## config.mk

```make
export PLATFORM = sky130hd
export DESIGN_NAME = sg_region_builder
export DESIGN_NICKNAME = d
export VERILOG_FILES = /design/src/rtl/sgb_pkg.sv /design/src/rtl/sgb_chunker.sv /design/src/rtl/sgb_merge.sv /design/src/rtl/sg_region_builder.sv
export SDC_FILE = /design/constraint.sdc
export NUM_CORES = 1
export LEC_CHECK = 0
export CAP_MARGIN = 0
export CORE_UTILIZATION = 40
export DETAILED_ROUTE_END_ITERATION = 8
export GPL_ROUTABILITY_DRIVEN = 0
export PLACE_DENSITY = 0.6
export SYNTH_ARGS = -nofsm -noshare
export SYNTH_HDL_FRONTEND = slang
export SYNTH_SLANG_ARGS = --single-unit
export TNS_END_PERCENT = 50
```

## constraint.sdc

```tcl
create_clock -name clk -period 8 [get_ports clk]
set_clock_uncertainty 0.15 [all_clocks]
set_input_delay 2.4 -clock clk [delete_from_list [all_inputs] [get_ports clk]]
set_output_delay 2.4 -clock clk [all_outputs]
set_load 0.02 [all_outputs]
```

## src/rtl/sgb_pkg.sv

```systemverilog
package sgb_pkg;
    typedef enum logic [1:0] {
        ST_ACCEPT = 2'd0,
        ST_SPLIT  = 2'd1,
        ST_FLUSH  = 2'd2,
        ST_DRAIN  = 2'd3
    } bld_st_e;

    localparam int ADDR_W   = 32;
    localparam int WORD_W   = 64;
    localparam int CNT_FLD  = 16;
    localparam int EOT_BIT  = 63;
    localparam int SPAN_W   = CNT_FLD + 1;

    function automatic logic [WORD_W-1:0] pack_desc(input logic [ADDR_W-1:0] a,
                                                    input logic [CNT_FLD-1:0] c,
                                                    input logic eot);
        return {eot, 15'b0, c, a};
    endfunction
endpackage

```

## src/rtl/sgb_chunker.sv

```systemverilog
module sgb_chunker
    import sgb_pkg::*;
#(
    parameter int RLEN_W = 24
) (
    input  logic [ADDR_W-1:0]  cur_addr,
    input  logic [RLEN_W-1:0]  cur_rem,
    output logic [SPAN_W-1:0]  chunk_len,
    output logic               last_chunk
);
    logic [SPAN_W-1:0] room;

    always_comb begin
        room = SPAN_W'(17'h10000) - {1'b0, cur_addr[CNT_FLD-1:0]};
        if (cur_rem < RLEN_W'(room)) begin
            chunk_len = SPAN_W'(cur_rem);
        end else begin
            chunk_len = room;
        end
        last_chunk = (cur_rem == RLEN_W'(chunk_len));
    end
endmodule

```

## src/rtl/sgb_merge.sv

```systemverilog
module sgb_merge
    import sgb_pkg::*;
#(
    parameter int RLEN_W = 24
) (
    input  logic               rgn_vld,
    input  logic [ADDR_W-1:0]  rgn_base,
    input  logic [RLEN_W-1:0]  rgn_len,
    input  logic [ADDR_W-1:0]  frag_addr,
    output logic               contig
);
    logic [ADDR_W-1:0] rgn_end;

    always_comb begin
        rgn_end = rgn_base + ADDR_W'(rgn_len);
        contig  = rgn_vld && (frag_addr == rgn_end);
    end
endmodule

```

## src/rtl/sg_region_builder.sv

```systemverilog
module sg_region_builder
    import sgb_pkg::*;
#(
    parameter int DEPTH  = 256,
    parameter int FLEN_W = 20,
    parameter int RLEN_W = 24,
    localparam int IDX_W = $clog2(DEPTH),
    localparam int CNT_W = $clog2(DEPTH + 1)
) (
    input  logic              clk,
    input  logic              rst_n,
    input  logic              frag_valid,
    output logic              frag_ready,
    input  logic [31:0]       frag_addr,
    input  logic [FLEN_W-1:0] frag_len,
    input  logic              frag_last,
    output logic              tbl_we,
    output logic [IDX_W-1:0]  tbl_idx,
    output logic [63:0]       tbl_data,
    output logic              build_done,
    output logic              err_overflow,
    output logic              err_empty,
    output logic [CNT_W-1:0]  entry_count
);
    typedef struct packed {
        bld_st_e             st;
        logic                rgn_vld;
        logic [ADDR_W-1:0]   rgn_base;
        logic [RLEN_W-1:0]   rgn_len;
        logic [ADDR_W-1:0]   cur_addr;
        logic [RLEN_W-1:0]   cur_rem;
        logic                end_seen;
        logic                pend_vld;
        logic [ADDR_W-1:0]   pend_addr;
        logic [CNT_FLD-1:0]  pend_cnt;
        logic [CNT_W-1:0]    n;
        logic                we;
        logic [IDX_W-1:0]    widx;
        logic [WORD_W-1:0]   wdata;
        logic                done;
        logic                err_ovf;
        logic                err_emp;
    } state_t;

    state_t q, d;

    logic              contig;
    logic [SPAN_W-1:0] chunk_len;
    logic              last_chunk;
    logic              accept;
    logic              fresh;
    logic              zero_frag;
    logic [RLEN_W-1:0] frag_len_w;

    sgb_merge #(.RLEN_W(RLEN_W)) u_merge (
        .rgn_vld   (q.rgn_vld),
        .rgn_base  (q.rgn_base),
        .rgn_len   (q.rgn_len),
        .frag_addr (frag_addr),
        .contig    (contig)
    );

    sgb_chunker #(.RLEN_W(RLEN_W)) u_chunk (
        .cur_addr   (q.cur_addr),
        .cur_rem    (q.cur_rem),
        .chunk_len  (chunk_len),
        .last_chunk (last_chunk)
    );

    assign frag_ready = (q.st == ST_ACCEPT) || (q.st == ST_DRAIN);
    assign accept     = frag_valid && frag_ready;
    assign fresh      = q.done || q.err_ovf || q.err_emp;
    assign zero_frag  = (frag_len == '0);
    assign frag_len_w = RLEN_W'(frag_len);

    always_comb begin
        d    = q;
        d.we = 1'b0;
        unique case (q.st)
            ST_ACCEPT: begin
                if (accept) begin
                    if (fresh) begin
                        d.n       = '0;
                        d.done    = 1'b0;
                        d.err_ovf = 1'b0;
                        d.err_emp = 1'b0;
                    end
                    if (!zero_frag) begin
                        if (contig) begin
                            d.rgn_len = q.rgn_len + frag_len_w;
                        end else if (q.rgn_vld) begin
                            d.cur_addr = q.rgn_base;
                            d.cur_rem  = q.rgn_len;
                            d.rgn_base = frag_addr;
                            d.rgn_len  = frag_len_w;
                            d.st       = ST_SPLIT;
                        end else begin
                            d.rgn_vld  = 1'b1;
                            d.rgn_base = frag_addr;
                            d.rgn_len  = frag_len_w;
                        end
                    end
                    if (frag_last) begin
                        d.end_seen = 1'b1;
                        if (d.st != ST_SPLIT) begin
                            if (d.rgn_vld) begin
                                d.cur_addr = d.rgn_base;
                                d.cur_rem  = d.rgn_len;
                                d.rgn_vld  = 1'b0;
                                d.st       = ST_SPLIT;
                            end else begin
                                d.err_emp  = 1'b1;
                                d.n        = '0;
                                d.end_seen = 1'b0;
                            end
                        end
                    end
                end
            end
            ST_SPLIT: begin
                if (q.n == CNT_W'(DEPTH)) begin
                    d.rgn_vld  = 1'b0;
                    d.pend_vld = 1'b0;
                    d.end_seen = 1'b0;
                    if (q.end_seen) begin
                        d.err_ovf = 1'b1;
                        d.st      = ST_ACCEPT;
                    end else begin
                        d.st = ST_DRAIN;
                    end
                end else begin
                    if (q.pend_vld) begin
                        d.we    = 1'b1;
                        d.widx  = IDX_W'(q.n - CNT_W'(1));
                        d.wdata = pack_desc(q.pend_addr, q.pend_cnt, 1'b0);
                    end
                    d.pend_vld  = 1'b1;
                    d.pend_addr = q.cur_addr;
                    d.pend_cnt  = chunk_len[CNT_FLD-1:0];
                    d.n         = q.n + CNT_W'(1);
                    d.cur_addr  = q.cur_addr + ADDR_W'(chunk_len);
                    d.cur_rem   = q.cur_rem - RLEN_W'(chunk_len);
                    if (last_chunk) begin
                        if (q.end_seen && q.rgn_vld) begin
                            d.cur_addr = q.rgn_base;
                            d.cur_rem  = q.rgn_len;
                            d.rgn_vld  = 1'b0;
                        end else if (q.end_seen) begin
                            d.st = ST_FLUSH;
                        end else begin
                            d.st = ST_ACCEPT;
                        end
                    end
                end
            end
            ST_FLUSH: begin
                d.we       = 1'b1;
                d.widx     = IDX_W'(q.n - CNT_W'(1));
                d.wdata    = pack_desc(q.pend_addr, q.pend_cnt, 1'b1);
                d.pend_vld = 1'b0;
                d.end_seen = 1'b0;
                d.done     = 1'b1;
                d.st       = ST_ACCEPT;
            end
            ST_DRAIN: begin
                if (accept && frag_last) begin
                    d.err_ovf = 1'b1;
                    d.st      = ST_ACCEPT;
                end
            end
            default: d.st = ST_ACCEPT;
        endcase
    end

    always_ff @(posedge clk or negedge rst_n) begin
        if (!rst_n) begin
            q <= '{st: ST_ACCEPT, default: '0};
        end else begin
            q <= d;
        end
    end

    assign tbl_we       = q.we;
    assign tbl_idx      = q.widx;
    assign tbl_data     = q.wdata;
    assign build_done   = q.done;
    assign err_overflow = q.err_ovf;
    assign err_empty    = q.err_emp;
    assign entry_count  = q.n;
endmodule

```

==> out/results.txt, run 1 <==
Max incr delay on CP = 0.77 ns
IO Port Bufs = 126
Grt ovf = 0
Starting Density = 40.9%
Die Y-Extent = 216 um
Post-route ant nets = 0
Vias in the first global route = 16246
Reg clk slew, reported paths = 0.06 ns
Ant. Diodes = 0
Slew margin rel. = 30.2%
Clk sinks = 235
Peak VDD IR = 0.240 mV
Worst-Margin Slew = 1.04 ns
Die Area = 46400 um2
Setup TNS = 0 ns
Final slew viol count = 0
Max-cap violations = 0
DR WL/cell = 21.4 um
Antenna violations before repair = 0
Core ar. = 44600 um2
HP Class = reg -> reg
WP data required = 8.28 ns
Worst-Skew Late Latency = 0.56 ns
Non-Filler Instances = 2878
Max Fclk = 133 MHz
Pwr/cell area = 522 nW/um2
Residual DRC = 0
EDFF count, synth = 0
Synth Register Bits = 235
Post-CTS Setup Inserts = 0
Final wirelength = 61.7 mm
Vias = 17362
NumNets Final = 2429
Clock root buffer = clkbuf_16
Crit. End Element = register
Largest net degree at the start of global routing = 120
Via density = 6.03
Worst R2R Path Depth = 34
Top post-synthesis cells by area = dfrtp_1 32%, nand2_1 7.9%, ha_1 7.0%
Htree depth = 1
Hold_ws = 0.324 ns
Final HPWL DP = 46.8 mm
CTS Buffer Depth = 3
Mapped cell area = 18200 um2
Fin crit share = 93.8%
Minimum clock period after layout = 7.51 ns
Yosys warnings = 0
Leakage = 8.70 nW
Worst EP arrival = 7.79 ns
CP Max Fanout = 10
Critical-path top delay cell = o41ai_1
Crit Path Category = reg -> reg
Pwr Total = 0.0107 W
Async set-reset flop share out of synthesis = 100%
Area Growth Syn to Fin = 12.1%
Top cell type's share of synthesized area = 32.2%
Syn Inst Count = 2258
Initial DRC count = 1822
First-pass DRT Iterations = 8
Synth area leader = dfrtp_1
Outcome = finished clean
Share of cells above drive strength 1 = 6.91%
Crit path launch type = register
Final setup viols = 0
Synth unique cells = 89
CTS tree = yes
Post-synthesis sequential area ratio = 32.2%
Hold Path Depth = 2
Die width = 216 um
Io pins = 142
TritonCTS Buffers = 28
Ys flop type = dfrtp_1
Final Hold Vio Count = 0
Gr usage total = 26.1%
First-pass GRT wire length = 96.1 mm
Fill cell count = 4402
Row cnt = 77
Syn Area/Cell = 8.08 um2
Inst Count DP = 2829
-- through the flow --
| step | utilization [%] | cell area, um2 | worst slack, ns |
|---|---|---|---|
| after detailed placement | 43.7 | 19500 | 0.562 |
| final | 45.8 | 20400 | 0.493 |
| after global routing | 45.8 | 20400 | -0.0566 |
| after global placement | 43.7 | 19500 | 0.814 |
| after CTS | 45.8 | 20400 | 0.533 |
| after floorplan | - | 18300 | 0.863 |
-- what timing repair did --
| item | CTS | global route |
|---|---|---|
| hold buffers | 0 | 0 |
| resized for setup | 0 | 3 |
| setup endpoints to repair | 0 | 3 |
-- sequential cells by signal, indices dropped and copies added (netlist names) --
signal / flops
err_overflow: 1
q: 165
tbl_idx: 8
err_empty: 1
entry_count: 9
tbl_data: 49
tbl_we: 1
build_done: 1
-- cell families after synthesis --
family	Yosys count	synth area share [%]
other	1	0.0206
xor gates and xnor gates	111	5.33
AOI/OAI and AO/OA	696	24.5
buffers and inverters	273	7.62
DFF	235	32.2
adders and majority gates	106	7.44
and+or+nand+nor	774	19.2
muxes	62	3.64
-- critical path, delay by kind of cell, from the launching register on --
| kind | cells | cell delay [ns] |
|---|---|---|
| AOI/OAI and AO/OA | 17 | 3.29 |
| buffers and inverters | 4 | 0.67 |
| DFF | 1 | 0.46 |
| xor gates and xnor gates | 1 | 0.13 |
| muxes | 1 | 0.38 |
| and+or+nand+nor | 9 | 1.62 |
| adders and majority gates | 2 | 0.67 |
-- placed cells by master, fill, tap and decap left out, types with 14 or more instances in the layout --
cell type / count
nand2_1: 384
dfrtp_1: 235
o21ai_0: 199
a21oi_1: 164
nor2_1: 146
clkdlybuf4s50_1: 125
ha_1: 102
inv_1: 75
xnor2_1: 73
nand3_1: 53
a21o_1: 41
o21a_1: 40
xor2_1: 38
nand4_1: 37
nor3_1: 35
mux2_2: 35
buf_4: 35
o221ai_1: 33
clkbuf_16: 29
mux2i_1: 26
a31oi_1: 26
o31ai_1: 22
o211ai_1: 19
nor4_1: 16
a211oi_1: 16
and3_1: 15
conb_1: 15
nand2b_1: 14
-- synth_stat cells, drive strengths merged (6+ instances only) --
library cell	count
nand4	38
nor4	18
o21ai	212
a41oi	8
nand2b	15
o31ai	23
and4	7
mux2	35
nand2	384
o22ai	9
mux2i	27
o221ai	34
or2	10
a21oi	169
inv	75
a32oi	7
nor2	151
a22oi	11
and3	15
xor2	38
buf	117
nand3	54
o2111ai	6
ha	102
o21bai	10
o211ai	21
a221oi	8
nor2b	9
nor3	36
a21o	41
dfrtp	235
and2	9
clkbuf	80
a211oi	19
xnor2	73
or3	11
o21a	40
a211o	6
a22o	11
a31oi	26
-- layer usage --
| layer | routed length (um) | track usage, % | vias to the layer above | share of wire (%) |
|---|---|---|---|---|
| met5 | 0 | 0 | - | 0 |
| met2 | 26300 | 39.0 | 884 | 43 |
| met3 | 5440 | 3.75 | 114 | 8.8 |
| li1 | - | - | 8063 | - |
| met4 | 2310 | 10.2 | 0 | 3.7 |
| met1 | 27600 | 37.7 | 8301 | 45 |
-- path summary, 6_finish.rpt --
path	start	endpoint	slack [ns]
max	q[161]	q[157]	0.49
max in group asynchronous	rst_n	tbl_data[12]	4.85
min reg2reg	tbl_idx[4]	tbl_idx[4]	0.32
min in group asynchronous	rst_n	q[195]	1.60
max reg2reg	q[161]	q[157]	0.49
min	tbl_idx[4]	tbl_idx[4]	0.32
-- power breakdown --
| part | total [W] | switching [W] | internal (W) |
|---|---|---|---|
| clock | 0.00129 | 0.000518 | 0.000776 |
| sequential | 0.00243 | 0.000735 | 0.00170 |
| combinational | 0.00695 | 0.00423 | 0.00271 |
-- area by class of cell --
type,instances,area (um2),share of cell area [%]
clock buffer,39,783,3.83
clock inverter,10,135,0.661
inverter,76,285,1.40
multi-input combinational,1764,11100,54.1
sequential,235,5880,28.8
tap,592,741,3.62
timing repair buffer,162,1550,7.58
Note: power is estimated with default switching activity, not from simulation.
==> run 2, diff against run 1 <==
==> constraint.sdc (replaced) <==
create_clock -name clk -period 8.1 [get_ports clk]
set_clock_uncertainty 0.15 [all_clocks]
set_input_delay 2.43 -clock clk [delete_from_list [all_inputs] [get_ports clk]]
set_output_delay 2.43 -clock clk [all_outputs]
set_load 0.02 [all_outputs]
==> out/results.txt, run 2 (synthesized netlist as in run 1, its figures left out) <==
Vias in the first global route = 16421 (+1.1%)
Hold Path Depth = 2 (unchanged)
M2 GR Usage = 38.8% (-0.22 points)
Setup TNS = 0 ns (unchanged)
Residual DRC = 0 (unchanged)
Core ar. = 44600 um2 (unchanged)
Pwr Total = 0.0106 W (-0.82%)
Worst path top cell family by delay = compound AO/OA/AOI/OAI gates
Gr usage total = 26.3% (+0.26 points)
Final WS setup = 0.574 ns (+0.0811 ns)
Pwr/cell area = 516 nW/um2 (-1.2%)
Cell-internal power = 0.00518 W (-0.15%)
Outcome = finished clean
Largest Register = q
Worst-Margin Slew = 1.08 ns (+0.0379 ns)
Met3 Use GR = 3.76% (+0.014 points)
Slew margin rel. = 27.6% (-2.5 points)
IO Port Bufs = 126 (unchanged)
Crit Path Category = reg -> reg
Switch share = 51.1% (-0.33 points)
Die Y-Extent = 216 um (unchanged)
Peak VDD IR = 0.231 mV (-3.9%)
# hold bufs at CTS = 0 (unchanged)
Top Usage Layer GRT = met2
Clk pwr share = 12.8% (+0.7 points)
Vias = 17292 (-0.40%)
Max reg flops = 165 (unchanged)
WP data required = 8.41 ns (+0.13 ns)
Design area = 20500 um2 (+0.35%)
NumNets Final = 2429 (unchanged)
TritonCTS Buffers = 28 (unchanged)
Crit path launch type = register
Hold EP = q[120]
Placed inst area = 19500 um2 (about the same)
Clock root buffer = clkbuf_16
Die width = 216 um (unchanged)
CTS tree = yes
Starting Density = 40.9% (unchanged)
Ant. Diodes = 0 (unchanged)
Via density = 6.01 (-0.44%)
Pre-CTS WS = 0.660 ns (+0.0980 ns)
Gate power share = 64.5% (-0.6 points)
Max-cap violations = 0 (unchanged)
CTS Buffer Depth = 3 (unchanged)
Worst-Skew Late Latency = 0.57 ns (about the same)
Antenna violations before repair = 0 (unchanged)
Most frequent cells in the layout = 384 x nand2_1, 235 x dfrtp_1, 199 x o21ai_0
Max incr delay on CP = 0.87 ns (+0.10 ns)
Crit. End Element = register
Reg2reg start = q[161]
DR WL/cell = 21.5 um (+0.52%)
Post-CTS Setup Inserts = 0 (unchanged)
Final HPWL DP = 46.7 mm (about the same)
Io pins = 142 (unchanged)
CP Max Fanout = 10 (unchanged)
Reg2reg end = q[190]
Switch Pwr = 0.00541 W (-1.4%)
Row cnt = 77 (unchanged)
Worst R2R Path Depth = 34 (unchanged)
Die Area = 46400 um2 (unchanged)
Htree depth = 1 (unchanged)
Hold Crit Start = q[120]
Leakage = 8.73 nW (+0.35%)
Largest net degree at the start of global routing = 143 (+19%)
Share of cells above drive strength 1 = 7.13% (+0.22 points)
Post-route ant nets = 0 (unchanged)
Fill cell count = 4387 (-0.34%)
Final wirelength = 62.0 mm (+0.55%)
Max Fclk = 133 MHz (-0.25%)
Initial DRC count = 2093 (+15%)
Reg clk slew, reported paths = 0.06 ns (about the same)
First-pass GRT wire length = 96.8 mm (+0.69%)
Worst EP arrival = 7.84 ns (+0.05 ns)
Area Growth Syn to Fin = 12.5%
Clk sinks = 235 (unchanged)
Grt ovf = 0 (unchanged)
M1 GR Usage = 38.1% (+0.35 points)
Most common cell after layout, fill and taps aside = nand2_1
Critical-path top delay cell = o31ai_1
Core Util, Final = 46.0% (+0.16 points)
Fin crit share = 92.9% (-0.92 points)
Reg-to-reg slack, setup = 0.57 ns (+0.08 ns)
Cell repeated most along the worst path = a21o_1
Buf/Inv on CP = 4 (unchanged)
First-pass DRT Iterations = 8 (unchanged)
RSZ-0062 raised after global routing = no
Final slew viol count = 0 (unchanged)
Minimum clock period after layout = 7.53 ns (+0.0189 ns)
PostCTS Resize Cnt = 0 (unchanged)
Sequential Power Share = 22.7% (about the same)
Final Hold Vio Count = 0 (unchanged)
Final setup viols = 0 (unchanged)
HP Class = reg -> reg
run 2: changes by cell type in the layout (fill, tap and decap cells not counted):
cell        delta
buf_4          -1
mux2i_2        -1
buf_12         +1
clkinv_4       -1
clkbuf_1       -5
clkinv_2       +1
bufinv_16      +1
clkbuf_8       +3
mux2i_1        +1
clkinvlp_4     +2
run 2: final cells by class:
| cell class | count | area [um2] | area share (%) |
|---|---|---|---|
| Sequential cell | 235 | 5880 | 28.7 |
| Clock buffer | 37 | 806 | 3.93 |
| Multi-Input combinational cell | 1764 | 11100 | 53.9 |
| Timing Repair Buffer | 162 | 1560 | 7.61 |
| Inverter | 76 | 285 | 1.39 |
| Clock inverter | 13 | 176 | 0.860 |
| Tap cell | 592 | 741 | 3.61 |
run 2: through the flow:
stage                     std cells  hold WS [ns]
final                          2879         0.326
after global routing           2879         0.345
after CTS                      2879         0.332
after detailed placement       2829         0.317
after global placement         2829         0.313
after floorplan                2272         0.296
run 2: worst max-delay path by stage:
stage          startpoint      to  slack [ns]  cells after the start
2_1_floorplan      q[161]  q[157]        0.96                     34
3_3_place_gp       q[161]  q[157]        0.88                     35
3_5_place_dp       q[161]  q[157]        0.66                     35
4_1_cts            q[161]  q[157]        0.64                     35
5_1_grt            q[161]  q[190]       0.001                     34
6_report           q[161]  q[190]        0.57                     34
run 2: per-layer routing:
metal	vias to the layer above	part of all wire, %
met3	141	8.8
met1	8235	45
met5	-	0
met4	0	4.2
met2	840	42
li1	8076	-
run 2: worst reg2reg max path, delay by kind of cell, from the launching register on:
kind                       cells  cell delay [ns]
AOI/OAI and AO/OA             15             2.85
xor gates and xnor gates       1             0.15
adders and majority gates      2             0.58
buffers and inverters          4             0.60
DFF                            1             0.45
muxes                          1             0.55
and+or+nand+nor               11             2.11
run 2: power by group through the flow:
stage	clock network, W	registers (W)	logic [W]
2_1_floorplan	0	0.00204	0.00515
3_3_place_gp	0	0.00237	0.00657
3_5_place_dp	0	0.00240	0.00666
4_1_cts	0.00137	0.00238	0.00670
5_1_grt	0.00142	0.00246	0.00752
6_report	0.00135	0.00240	0.00683
